**src/rtl/tmr_pkg.sv**
```systemverilog
package tmr_pkg;
  localparam int BYTE_W = 8;
  localparam int CNT_W  = 2 * BYTE_W;

  // access mode; ACC_LATCH doubles as "no latched count" for the count latch kind
  typedef enum logic [1:0] {
    ACC_LATCH = 2'd0,
    ACC_LO    = 2'd1,
    ACC_HI    = 2'd2,
    ACC_WORD  = 2'd3
  } acc_e;

  function automatic logic [2:0] fold_mode(input logic [2:0] m);
    return (m[2] && m[1]) ? {1'b0, m[1:0]} : m;
  endfunction
endpackage

```
**src/rtl/tmr_cmd_dec.sv**
```systemverilog
module tmr_cmd_dec #(
  parameter int NUM_CH = 3
) (
  input  logic [1:0]        addr_i,
  input  logic              wr_i,
  input  logic              rd_i,
  input  logic [7:0]        wdata_i,
  output logic [NUM_CH-1:0] prog_o,
  output logic [NUM_CH-1:0] cnt_latch_o,
  output logic [NUM_CH-1:0] sts_latch_o,
  output logic [NUM_CH-1:0] data_wr_o,
  output logic [NUM_CH-1:0] data_rd_o
);
  logic ctl_wr, rb_cmd, latch_cmd;
  assign ctl_wr    = wr_i && (addr_i == 2'd3);
  assign rb_cmd    = ctl_wr && (wdata_i[7:6] == 2'd3);
  assign latch_cmd = ctl_wr && (wdata_i[5:4] == 2'd0);

  for (genvar i = 0; i < NUM_CH; i++) begin : g_ch
    logic sel;
    assign sel            = ctl_wr && (wdata_i[7:6] == 2'(i));
    assign prog_o[i]      = sel && !latch_cmd;
    assign cnt_latch_o[i] = (sel && latch_cmd) || (rb_cmd && wdata_i[1+i] && !wdata_i[5]);
    assign sts_latch_o[i] = rb_cmd && wdata_i[1+i] && !wdata_i[4];
    assign data_wr_o[i]   = wr_i && (addr_i == 2'(i));
    assign data_rd_o[i]   = rd_i && (addr_i == 2'(i));
  end
endmodule

```
**src/rtl/tmr_chan_regs.sv**
```systemverilog
module tmr_chan_regs
  import tmr_pkg::*;
(
  input  logic             clk_i,
  input  logic             rst_ni,
  input  logic             prog_i,
  input  logic             cnt_latch_i,
  input  logic             sts_latch_i,
  input  logic             data_wr_i,
  input  logic             data_rd_i,
  input  logic [BYTE_W-1:0] wdata_i,
  input  logic [CNT_W-1:0] live_cnt_i,
  input  logic             out_i,
  output logic [BYTE_W-1:0] rd_byte_o,
  output logic             load_o,
  output logic [CNT_W-1:0] load_val_o,
  output logic [2:0]       mode_o,
  output logic             bcd_o
);
  acc_e              acc_q, lat_kind_q;
  logic [2:0]        mode_q;
  logic              bcd_q, wr_hi_q, rd_hi_q, sts_pend_q, load_q;
  logic [BYTE_W-1:0] hold_q, sts_val_q;
  logic [CNT_W-1:0]  lat_val_q, load_val_q;

  always_ff @(posedge clk_i or negedge rst_ni) begin
    if (!rst_ni) begin
      acc_q      <= ACC_WORD;
      mode_q     <= '0;
      bcd_q      <= 1'b0;
      wr_hi_q    <= 1'b0;
      rd_hi_q    <= 1'b0;
      hold_q     <= '0;
      lat_kind_q <= ACC_LATCH;
      lat_val_q  <= '0;
      sts_pend_q <= 1'b0;
      sts_val_q  <= '0;
      load_q     <= 1'b0;
      load_val_q <= '0;
    end else begin
      load_q <= 1'b0;
      if (prog_i) begin
        acc_q      <= acc_e'(wdata_i[5:4]);
        mode_q     <= fold_mode(wdata_i[3:1]);
        bcd_q      <= wdata_i[0];
        wr_hi_q    <= 1'b0;
        rd_hi_q    <= 1'b0;
        lat_kind_q <= ACC_LATCH;
      end
      if (cnt_latch_i && lat_kind_q == ACC_LATCH) begin
        lat_kind_q <= acc_q;
        lat_val_q  <= live_cnt_i;
      end
      if (sts_latch_i && !sts_pend_q) begin
        sts_pend_q <= 1'b1;
        sts_val_q  <= {out_i, 1'b0, acc_q, mode_q, bcd_q};
      end
      if (data_wr_i) begin
        unique case (acc_q)
          ACC_LO: begin
            load_q     <= 1'b1;
            load_val_q <= {8'h00, wdata_i};
          end
          ACC_HI: begin
            load_q     <= 1'b1;
            load_val_q <= {wdata_i, 8'h00};
          end
          ACC_WORD: begin
            if (!wr_hi_q) begin
              hold_q  <= wdata_i;
              wr_hi_q <= 1'b1;
            end else begin
              load_q     <= 1'b1;
              load_val_q <= {wdata_i, hold_q};
              wr_hi_q    <= 1'b0;
            end
          end
          default: ;
        endcase
      end
      if (data_rd_i) begin
        if (sts_pend_q) sts_pend_q <= 1'b0;
        else if (lat_kind_q != ACC_LATCH)
          lat_kind_q <= (lat_kind_q == ACC_WORD) ? ACC_HI : ACC_LATCH;
        else if (acc_q == ACC_WORD) rd_hi_q <= !rd_hi_q;
      end
    end
  end

  always_comb begin
    if (sts_pend_q) rd_byte_o = sts_val_q;
    else if (lat_kind_q != ACC_LATCH)
      rd_byte_o = (lat_kind_q == ACC_HI) ? lat_val_q[15:8] : lat_val_q[7:0];
    else begin
      unique case (acc_q)
        ACC_HI:   rd_byte_o = live_cnt_i[15:8];
        ACC_WORD: rd_byte_o = rd_hi_q ? live_cnt_i[15:8] : live_cnt_i[7:0];
        default:  rd_byte_o = live_cnt_i[7:0];
      endcase
    end
  end

  assign load_o     = load_q;
  assign load_val_o = load_val_q;
  assign mode_o     = mode_q;
  assign bcd_o      = bcd_q;

  p_load_from_write_r3: assert property (@(posedge clk_i) disable iff (!rst_ni)
    load_o |-> $past(data_wr_i));
  p_word_second_byte_r3: assert property (@(posedge clk_i) disable iff (!rst_ni)
    (data_wr_i && acc_q == ACC_WORD && wr_hi_q && !prog_i)
      |=> (load_o && load_val_o[15:8] == $past(wdata_i)));
  p_latch_kept_r5: assert property (@(posedge clk_i) disable iff (!rst_ni)
    (cnt_latch_i && lat_kind_q != ACC_LATCH && !data_rd_i) |=> $stable(lat_val_q));
  p_status_first_r8: assert property (@(posedge clk_i) disable iff (!rst_ni)
    (data_rd_i && sts_pend_q && !prog_i && !cnt_latch_i) |=> $stable(lat_kind_q));
  p_prog_clears_r2: assert property (@(posedge clk_i) disable iff (!rst_ni)
    prog_i |=> (lat_kind_q == ACC_LATCH && !wr_hi_q && !rd_hi_q));
  p_mode_legal_r2: assert property (@(posedge clk_i) disable iff (!rst_ni)
    !(mode_o[2] && mode_o[1]));
endmodule

```
**src/rtl/tmr_port_ctrl.sv**
```systemverilog
module tmr_port_ctrl
  import tmr_pkg::*;
#(
  parameter int NUM_CH = 3
) (
  input  logic                    clk_i,
  input  logic                    rst_ni,
  input  logic [1:0]              addr_i,
  input  logic                    wr_i,
  input  logic                    rd_i,
  input  logic [7:0]              wdata_i,
  output logic [7:0]              rdata_o,
  input  logic [NUM_CH*CNT_W-1:0] live_cnt_i,
  input  logic [NUM_CH-1:0]       out_i,
  output logic [NUM_CH-1:0]       load_o,
  output logic [NUM_CH*CNT_W-1:0] load_val_o,
  output logic [NUM_CH*3-1:0]     mode_o,
  output logic [NUM_CH-1:0]       bcd_o
);
  logic [NUM_CH-1:0] prog, cnt_latch, sts_latch, data_wr, data_rd;
  logic [BYTE_W-1:0] rd_byte [NUM_CH];

  tmr_cmd_dec #(.NUM_CH(NUM_CH)) u_dec (
    .addr_i      (addr_i),
    .wr_i        (wr_i),
    .rd_i        (rd_i),
    .wdata_i     (wdata_i),
    .prog_o      (prog),
    .cnt_latch_o (cnt_latch),
    .sts_latch_o (sts_latch),
    .data_wr_o   (data_wr),
    .data_rd_o   (data_rd)
  );

  for (genvar i = 0; i < NUM_CH; i++) begin : g_chan
    tmr_chan_regs u_chan (
      .clk_i       (clk_i),
      .rst_ni      (rst_ni),
      .prog_i      (prog[i]),
      .cnt_latch_i (cnt_latch[i]),
      .sts_latch_i (sts_latch[i]),
      .data_wr_i   (data_wr[i]),
      .data_rd_i   (data_rd[i]),
      .wdata_i     (wdata_i),
      .live_cnt_i  (live_cnt_i[i*CNT_W +: CNT_W]),
      .out_i       (out_i[i]),
      .rd_byte_o   (rd_byte[i]),
      .load_o      (load_o[i]),
      .load_val_o  (load_val_o[i*CNT_W +: CNT_W]),
      .mode_o      (mode_o[i*3 +: 3]),
      .bcd_o       (bcd_o[i])
    );
  end

  always_comb begin
    rdata_o = '0;
    for (int i = 0; i < NUM_CH; i++)
      if (addr_i == 2'(i)) rdata_o = rd_byte[i];
  end
endmodule

```
**config.mk**
```make
export PLATFORM = sky130hd
export DESIGN_NAME = tmr_port_ctrl
export DESIGN_NICKNAME = d
export VERILOG_FILES = /design/src/rtl/tmr_pkg.sv /design/src/rtl/tmr_cmd_dec.sv /design/src/rtl/tmr_chan_regs.sv /design/src/rtl/tmr_port_ctrl.sv
export SDC_FILE = /design/constraint.sdc
export NUM_CORES = 1
export LEC_CHECK = 0
export ABC_AREA = 1
export BUFFER_PORTS_ARGS = -buffer_cell sky130_fd_sc_hd__buf_2
export CORE_MARGIN = 10
export CORE_UTILIZATION = 44
export CTS_BUF_LIST = sky130_fd_sc_hd__clkbuf_4 sky130_fd_sc_hd__clkbuf_8 sky130_fd_sc_hd__clkbuf_16
export CTS_CLUSTER_DIAMETER = 100
export DETAILED_ROUTE_END_ITERATION = 12
export PLACE_DENSITY = 0.75
export REMOVE_ABC_BUFFERS = 1
export SLEW_MARGIN = 25
export SYNTH_ARGS = -nofsm -noshare
export SYNTH_HDL_FRONTEND = slang
export SYNTH_SLANG_ARGS = --single-unit
export TNS_END_PERCENT = 30
```
**constraint.sdc**
```tcl
create_clock -name clk_i -period 2.1 [get_ports clk_i]
set_input_delay 0 -clock clk_i [delete_from_list [all_inputs] [get_ports clk_i]]
set_output_delay 0 -clock clk_i [all_outputs]
set_load 0.05 [all_outputs]
```
==> results of run 1 <==
## state kept, by name (all words and copies together), names as in the netlist, 6 cells and up
register and cells:
g_chan.u_chan.load_val_o 48, g_chan.u_chan.mode_o 9, g_chan.u_chan.lat_kind_q 6, g_chan.u_chan.hold_q 24, g_chan.u_chan.lat_val_q 48, g_chan.u_chan.acc_q 6
g_chan.u_chan.sts_val_q 21
## worst min path at each step
| stage | slack [ns] | endpoint | cells after the start | from |
|---|---|---|---|---|
| 2_1_floorplan | -0.30 | g_chan[0].u_chan.bcd_o | 0 | rst_ni |
| 3_3_place_gp | 0.05 | g_chan[0].u_chan.lat_val_q[10] | 1 | rst_ni |
| 3_5_place_dp | 0.06 | g_chan[0].u_chan.lat_val_q[10] | 1 | rst_ni |
| 4_1_cts | 0.003 | g_chan[1].u_chan.load_o | 4 | addr_i[1] |
| 5_1_grt | 0.03 | g_chan[1].u_chan.load_o | 4 | addr_i[1] |
| 6_report | 0.02 | g_chan[1].u_chan.load_o | 4 | addr_i[1] |
## power breakdown
| group | switching, mW | internal [mW] | leakage (nW) | total, mW |
|---|---|---|---|---|
| clock network | 1.50 | 1.70 | 0.287 | 3.20 |
| logic | 3.51 | 1.37 | 3.45 | 4.89 |
| registers | 0.524 | 4.20 | 2.24 | 4.72 |
## kinds of logic after synthesis
family	count (synthesis)
and+or+nand+nor	624
DFF	177
AOI/OAI and AO/OA	167
buffers and inverters	137
adders and majority gates	12
## layout make-up
| type | count | area (µm²) | area share |
|---|---|---|---|
| Timing Repair Buffer | 236 | 1700 | 0.146 |
| Inverter | 85 | 333 | 0.0286 |
| Multi-Input combinational cell | 803 | 4230 | 0.364 |
| Sequential cell | 177 | 4440 | 0.382 |
| Tap cell | 270 | 338 | 0.0290 |
| Clock buffer | 17 | 425 | 0.0366 |
| Clock inverter | 15 | 169 | 0.0145 |
## stage by stage
step                utilization  hold slack, ns
finish                    0.573          0.0205
global route              0.573          0.0349
CTS                       0.567         0.00280
detailed placement        0.494          0.0552
global placement          0.494          0.0536
floorplan                     -          -0.296
## Yosys cell counts, types with 6 or more instances
cell type,instances
sky130_fd_sc_hd__o21ai_1,33
sky130_fd_sc_hd__inv_2,8
sky130_fd_sc_hd__nand2_1,334
sky130_fd_sc_hd__clkbuf_1,17
sky130_fd_sc_hd__ha_1,12
sky130_fd_sc_hd__inv_1,72
sky130_fd_sc_hd__dfstp_2,6
sky130_fd_sc_hd__nor2_1,83
sky130_fd_sc_hd__nand3_1,144
sky130_fd_sc_hd__buf_4,9
sky130_fd_sc_hd__a31oi_1,23
sky130_fd_sc_hd__nand2_2,6
sky130_fd_sc_hd__a21oi_2,16
sky130_fd_sc_hd__buf_2,14
sky130_fd_sc_hd__dfrtp_1,171
sky130_fd_sc_hd__buf_6,11
sky130_fd_sc_hd__a21oi_1,27
sky130_fd_sc_hd__nand3_2,7
sky130_fd_sc_hd__or2_2,7
sky130_fd_sc_hd__nor2_2,19
sky130_fd_sc_hd__o21ai_0,31
sky130_fd_sc_hd__o21ai_2,30
## metal layers
metal	wire (µm)	part of all wire	GRT usage	up-vias
met5	0	0	0	-
li1	-	-	-	4037
met3	1880	0.069	0.0476	50
met2	13300	0.48	0.331	311
met4	690	0.025	0.0646	0
met1	11600	0.42	0.265	4070
## timing repair
| item | in CTS | in global routing |
|---|---|---|
| buffers inserted | 5 | 2 |
| pin swaps | 6 | 9 |
| gates resized for setup | 60 | 25 |
| hold buffers | 63 | 0 |
| endpoints found under the setup margin | 8 | 8 |
| endpoints found under the hold margin | 161 | 0 |
## critical path, cell delays in order (launching register included)
cell and delay (ns):
sky130_fd_sc_hd__dfstp_2 0.62, sky130_fd_sc_hd__ha_4 0.20, sky130_fd_sc_hd__nand2_4 0.07, sky130_fd_sc_hd__buf_6 0.14, sky130_fd_sc_hd__nand3_2 0.07, sky130_fd_sc_hd__nand3_1 0.10, sky130_fd_sc_hd__nand2_2 0.09, sky130_fd_sc_hd__nand2_1 0.05
sky130_fd_sc_hd__nand2_1 0.08, sky130_fd_sc_hd__nand3_2 0.10, sky130_fd_sc_hd__buf_8 0.17
==> reports/results.txt, run 1 <==
The run gives 1603 as the final cell count without fillers. The sequential cell area fraction in the yosys report was 0.488. The placed instance area is 0.0100 mm². Die height: 164 µm.

The launch point of the critical path was g_chan[0].u_chan.acc_q[0]. The repair_antennas step left the layout with diodes totalling 0. Data on the critical path is required at its endpoint by 2.10 ns. In this run the cell area of the synthesized design comes to 0.00909 mm². The startpoint identified for the worst register-to-register timing path is g_chan[2].u_chan.acc_q[0].

The total area inside the core boundary comes to 0.0203 mm². At the end of routability-driven placement, the weighted congestion stood at 0.919. Clock period minus worst slack: 2.12 ns. The simple-gate share of the synthesized area works out to 0.307. After synthesis the netlist holds a flip-flop and latch count of 177. Synthesis instantiated 39 different standard cells from the library. The number of fillers in the final layout came out at 1776. The checks that failed: setup timing. In this run the worst path has a maximum fanout of 8.

The mux cell area share after synthesis came out at 0. Setup violations remaining at the end of the flow were counted as 2. After detailed routing, the number of vias per cell comes to 5.28. At the placement stage, the worst setup path has a slack of 0.150 ns. The area share of xor/xnor cells in the synthesized design is 0, and the post-layout instance area is 0.0116 mm². The transition time of the tightest slew-check pin is 0.670 ns. The run finished, with violations left.

The most critical setup path has its endpoint at rdata_o[2]. The relative area change from synthesis to final layout was 27.9%; the data arrival at the endpoint of the critical path was 2.12 ns. The aggregate negative setup slack is -0.0227 ns. The library cell with the largest summed area after synthesis was sky130_fd_sc_hd__dfrtp_1. After detailed placement, the design holds a cell count of 1501. The number of antenna violations at the first check in global routing is 0, and the power consumption is 12.8 mW. The remaining design rule violation count was 0.

The effective utilization at floorplan came out at 0.448. The min-delay analysis places its worst path in the category in2reg. STA classifies the critical path endpoint as an output port.

The tree built by TritonCTS fans out to 177 sinks. The first detailed-routing pass took 5 iterations. The logs give 0.842 mV for the maximum VDD drop and 69 for the pin count of the biggest net entering global routing.

The compound-gate portion of the synthesized area came out at 0.116. After detailed routing, the average wire length per cell comes to 17.1 µm. The first global-routing pass estimated 44.1 mm of wire.

The total length of routed wires was 27.5 mm; the synthesized area divided by synthesized cell count was 8.14 µm². The number of hold-slack violations in the final timing report is 0. The main combinational cell family by area after synthesis was simple AND/OR/NAND/NOR gates.

For this run, the top clock speed supported by timing is 472 MHz. STA classifies the critical path startpoint as a register. The longest clock path from root to sink contains 2 buffers. The number of global-route vias before repair came out at 8383.

The tree is rooted in a sky130_fd_sc_hd__clkbuf_16. The post-synthesis adder-cell area fraction is 0.0165. For this run, the number of Yosys warnings is 0. The row count was 52. The final worst slack is -0.0178 ns. Once detailed placement completed, the half-perimeter wirelength came to 18.8 mm. The first routing iteration left 914 violations. Worst reg-to-reg path cell count: 6. The library cells used most frequently in the layout, excluding fill and tap cells, are 319 x sky130_fd_sc_hd__nand2_1, 170 x sky130_fd_sc_hd__dfrtp_1, 129 x sky130_fd_sc_hd__nand3_1.

The startpoint-to-endpoint class of the critical path is reg2out. Setup repair after global routing could not meet its margin everywhere. In the synthesized netlist the dominant register cell turns out to be sky130_fd_sc_hd__dfrtp_1. The run gives 0 as the number of violations of the max-capacitance limit.

For the worst setup skew after layout, the log shows 0.00839 ns. The post-synthesis instance total is 1117, and the vias after detailed routing is 8468. The count of buffers added on input and output ports is 135. The H-tree was split into 4 levels. The tools report the capture instance of the worst register-to-register path as g_chan[2].u_chan.hold_q[1]. In this run the horizontal extent of the chip is 164 µm. Clock transition at the register clock pins on the worst setup and hold paths after CTS: 0.07 ns. TritonCTS built the clock tree. For the top-level port count, the log shows 136. Worst slew slack as a fraction of its limit: 0.553.

The final cycle utilization of the critical path was 1.01; the leakage power of the design was 5.98 nW. The number of max-slew violations in the final report came out at 0. For this design the ratio of total power to cell area is 1100 mW/mm². The final layout contains 1397 nets. The total CTS buffers is 17, and the area share of the largest cell type after synthesis is 0.470. The share of synthesized registers carrying an async set or reset came out at 1.00. The clock reaches the later pin of the worst-skew pair after 0.44 ns.

The floorplan step defined a die boundary enclosing 0.0268 mm². By area the synthesized netlist is led by sky130_fd_sc_hd__dfrtp_1 47%, sky130_fd_sc_hd__nand2_1 14%, sky130_fd_sc_hd__nand3_1 7.9%, sky130_fd_sc_hd__nor2_1 3.4%, sky130_fd_sc_hd__inv_1 3.0%. The global-route total usage across every layer was 0.204; the number of nets with antenna violations after detailed routing was 0.

Leaving out fill and tap cells, the most frequent cell in the layout is sky130_fd_sc_hd__nand2_1. The slack of the worst reg-to-reg path was 0.19 ns. The proportion of layout cells with a drive suffix above 1 was 0.272; the number of enable flip-flop cells after synthesis was 0.

The run gives 0 as the sum of overflow across all layers after global routing.
Power figures use the tool's default switching activity.
==> run 2, diff against run 1 <==
Settings changed: RECOVER_POWER set to 50.
==> reports/results.txt, run 2 (synthesized netlist as in run 1, its figures left out) <==
Chain of cells forming the critical path: ha_4 > nand2_4 > buf_6 > nand3_2 > nand3_1 > nand2_2 > nand2_1 > nand2_1 > nand3_2 > buf_8 (unchanged). The met3 routing resource usage after global routing is 0.0476 (unchanged), and the top-level port count is 136 (unchanged). The net total in the final layout was 1397 (unchanged); the cell depth of the worst min-delay path was 4 (unchanged). The number of buffers inserted by port buffering is 135 (unchanged), and the area of combinational cells with multiple inputs is 0.00423 mm² (unchanged). The startpoint-to-endpoint class of the critical path is reg2out (unchanged). The logs give 27.4 mm (was 27.5 mm) for the total length of routed wires and 0 (unchanged) for the sum of overflow across all layers after global routing. TritonCTS built the clock tree. The mean routed wirelength per cell is 17.1 µm (about the same). Maximum fanout count along the critical path: 8 (unchanged).

The leakage power of the design is 5.85 nW (was 5.98 nW). The number of cells after detailed placement came out at 1501 (unchanged). Power density over the cells: 1100 mW/mm² (about the same). The run gives 1800 (was 1776) as the number of fillers in the final layout.

The upper clock frequency limit is 471 MHz (was 472 MHz), and the effective utilization at floorplan is 0.448 (unchanged). The slack of the worst reg-to-reg path was 0.19 ns (about the same). For the aggregate negative setup slack, the log shows -0.0226 ns (was -0.0227 ns). The die outline area is 0.0268 mm² (unchanged). Master of the slowest instance on the critical path: sky130_fd_sc_hd__dfstp_2 (unchanged).

The worst reg-to-reg path cell count is 6 (unchanged), and the vias per cell is 5.27 (was 5.28). The final cycle utilization of the critical path works out to 1.01 (about the same). For the number of endpoints failing setup at the final stage, the log shows 1 (was 2).

For the placed instance area, the log shows 0.0100 mm² (unchanged). For the number of buffers on the longest clock path, the log shows 2 (unchanged). The tools report the number of levels the H-tree was split into as 4 (unchanged).

The launch instance of the worst register-to-register path is g_chan[2].u_chan.acc_q[1] (was g_chan[2].u_chan.acc_q[0]). The run gives 0.44 ns (about the same) as the insertion delay to the later sink of the worst-skew pair. The final antenna diode count is 0 (unchanged), and the die height is 164 µm (unchanged).

The most common library cell in the layout ignoring fill and taps is sky130_fd_sc_hd__nand2_1 (unchanged). The run gives 69 (was 0) as the number of max-slew violations in the final report. The logs give 1603 (unchanged) for the final cell count without fillers and 0.331 (unchanged) for the global-route track usage on met2.

The run gives 69 (unchanged) as the pin count of the biggest net entering global routing. Failing checks: capacitance limit, slew limit, setup timing (was setup timing). The run gives 0 (unchanged) as the remaining design rule violation count. The buffer type at the clock tree root is sky130_fd_sc_hd__clkbuf_16 (unchanged). The run gives 0.204 (unchanged) as the global-route total usage across every layer. The clock period minus worst slack was 2.12 ns (about the same). The launch instance of the worst min-delay path was addr_i[1] (unchanged). The number of nets with antenna violations after detailed routing is 0 (unchanged), and the number of global-route vias before repair is 8383 (unchanged).

The logs give 0.919 (unchanged) for the final RePlAce weighted congestion and 0.833 mV (was 0.842 mV) for the maximum VDD drop. The run gives 1 (was 0) as the number of violations of the max-capacitance limit. Highest-count cells in the layout ignoring fill and taps: 319 x sky130_fd_sc_hd__nand2_1, 170 x sky130_fd_sc_hd__dfrtp_1, 129 x sky130_fd_sc_hd__nand3_1 (unchanged).

For the total CTS buffers, the log shows 17 (unchanged). The logs give 0 (unchanged) for the number of antenna violations at the first check in global routing and 8443 (was 8468) for the vias after detailed routing. The flow ran to the end, but the final reports show violations. The sink count of the clock tree is 177 (unchanged), and the width of the chip is 164 µm (unchanged). The row count was 52 (unchanged).

The peak per-stage delay on the critical path was 0.62 ns (about the same). Setup repair after global routing could not meet its margin everywhere. Endpoint kind of the worst setup timing path: an output port (unchanged). The type of the tightest min-delay check is in2reg (unchanged). The area inside the core boundary is 0.0203 mm² (unchanged), and the wire length of the first global-routing pass is 44.1 mm (unchanged).

For the starting DRC count in detailed routing, the log shows 838 (was 914). The power consumption is 12.7 mW (was 12.8 mW). The worst setup skew after layout is 0.00820 ns (was 0.00839 ns), and the post-route worst hold slack is 0.00903 ns (was 0.0205 ns).

The startpoint class of the critical path is a register (unchanged). The tools report the half-perimeter wire length of the detailed placement result as 18.8 mm (unchanged). The post-place setup slack was 0.150 ns (unchanged).

The busiest metal layer after global routing is met2 (unchanged). The capture instance of the worst register-to-register path was g_chan[2].u_chan.hold_q[1] (unchanged). The final worst slack came out at -0.0226 ns (was -0.0178 ns). The number of hold-slack violations in the final timing report is 0 (unchanged). For the worst slew slack as a fraction of its limit, the log shows -0.154 (was 0.553). The fraction of met1 tracks used by global routing was 0.265 (unchanged). Capture endpoint of the worst hold path: g_chan[1].u_chan.load_o (unchanged). The required time reported for the critical path endpoint was 2.10 ns (about the same). The first-pass detailed-route iteration total is 5 (unchanged), and the post-layout instance area is 0.0116 mm² (about the same).

Data arrival at the endpoint of the critical path: 2.12 ns (about the same). The logs give 0.00444 mm² (unchanged) for the area of all sequential standard cells and 0.570 (was 0.573) for the utilization of the core after routing. The transition time of the tightest slew-check pin is 1.73 ns (was 0.670 ns), and the clock transition at the register clock pins on the worst setup and hold paths after CTS is 0.07 ns (about the same). The proportion of layout cells with a drive suffix above 1 was 0.248 (was 0.272); the relative area change from synthesis to final layout was 27.2% (was 27.9%).
## run 2: what timing repair did
action | in CTS | in global routing
pin swaps | 6 | 9
buffers inserted | 5 | 2
hold buffers | 63 | 0
resized for setup | 60 | 25
hold endpoints to repair | 161 | 0
endpoints found under the setup margin | 8 | 8
## run 2: worst max path at each step
| stage | start | endpoint | slack (ns) |
|---|---|---|---|
| 3_5_place_dp | g_chan[2].u_chan.acc_q[0] | rdata_o[0] | 0.15 |
| 3_3_place_gp | g_chan[2].u_chan.acc_q[0] | rdata_o[2] | 0.16 |
| 6_report | g_chan[0].u_chan.acc_q[0] | rdata_o[2] | -0.02 |
| 2_1_floorplan | g_chan[0].u_chan.acc_q[0] | g_chan[0].u_chan.load_val_o[0] | -0.16 |
| 4_1_cts | g_chan[0].u_chan.acc_q[1] | rdata_o[2] | 0.001 |
| 5_1_grt | g_chan[0].u_chan.acc_q[0] | rdata_o[2] | -0.09 |
## run 2: worst max-delay path: cells and delay by family (launching register included)
family	cells	cell delay (ns)
fa+ha+maj	1	0.20
buf+inv	2	0.31
flops	1	0.62
simple gates	7	0.56
## run 2: layer usage
metal | vias to the layer above | part of all wire
met3 | 55 | 0.074
li1 | 4039 | -
met1 | 4000 | 0.42
met5 | - | 0
met4 | 0 | 0.025
met2 | 349 | 0.48
## run 2: report_power, final
part | internal [mW] | switching (mW) | leakage (nW)
Clock | 1.69 | 1.50 | 0.287
Sequential | 4.20 | 0.527 | 2.24
Combinational | 1.31 | 3.51 | 3.32
Total | 7.20 | 5.53 | 5.85
## run 2: final cells by class
| type | count | area share |
|---|---|---|
| multi-input cells | 803 | 0.366 |
| inverters | 85 | 0.0288 |
| clock buffers | 17 | 0.0368 |
| clock inverters | 15 | 0.0146 |
| repair buffers | 236 | 0.142 |
| well taps | 270 | 0.0292 |
| flip-flops and latches | 177 | 0.384 |
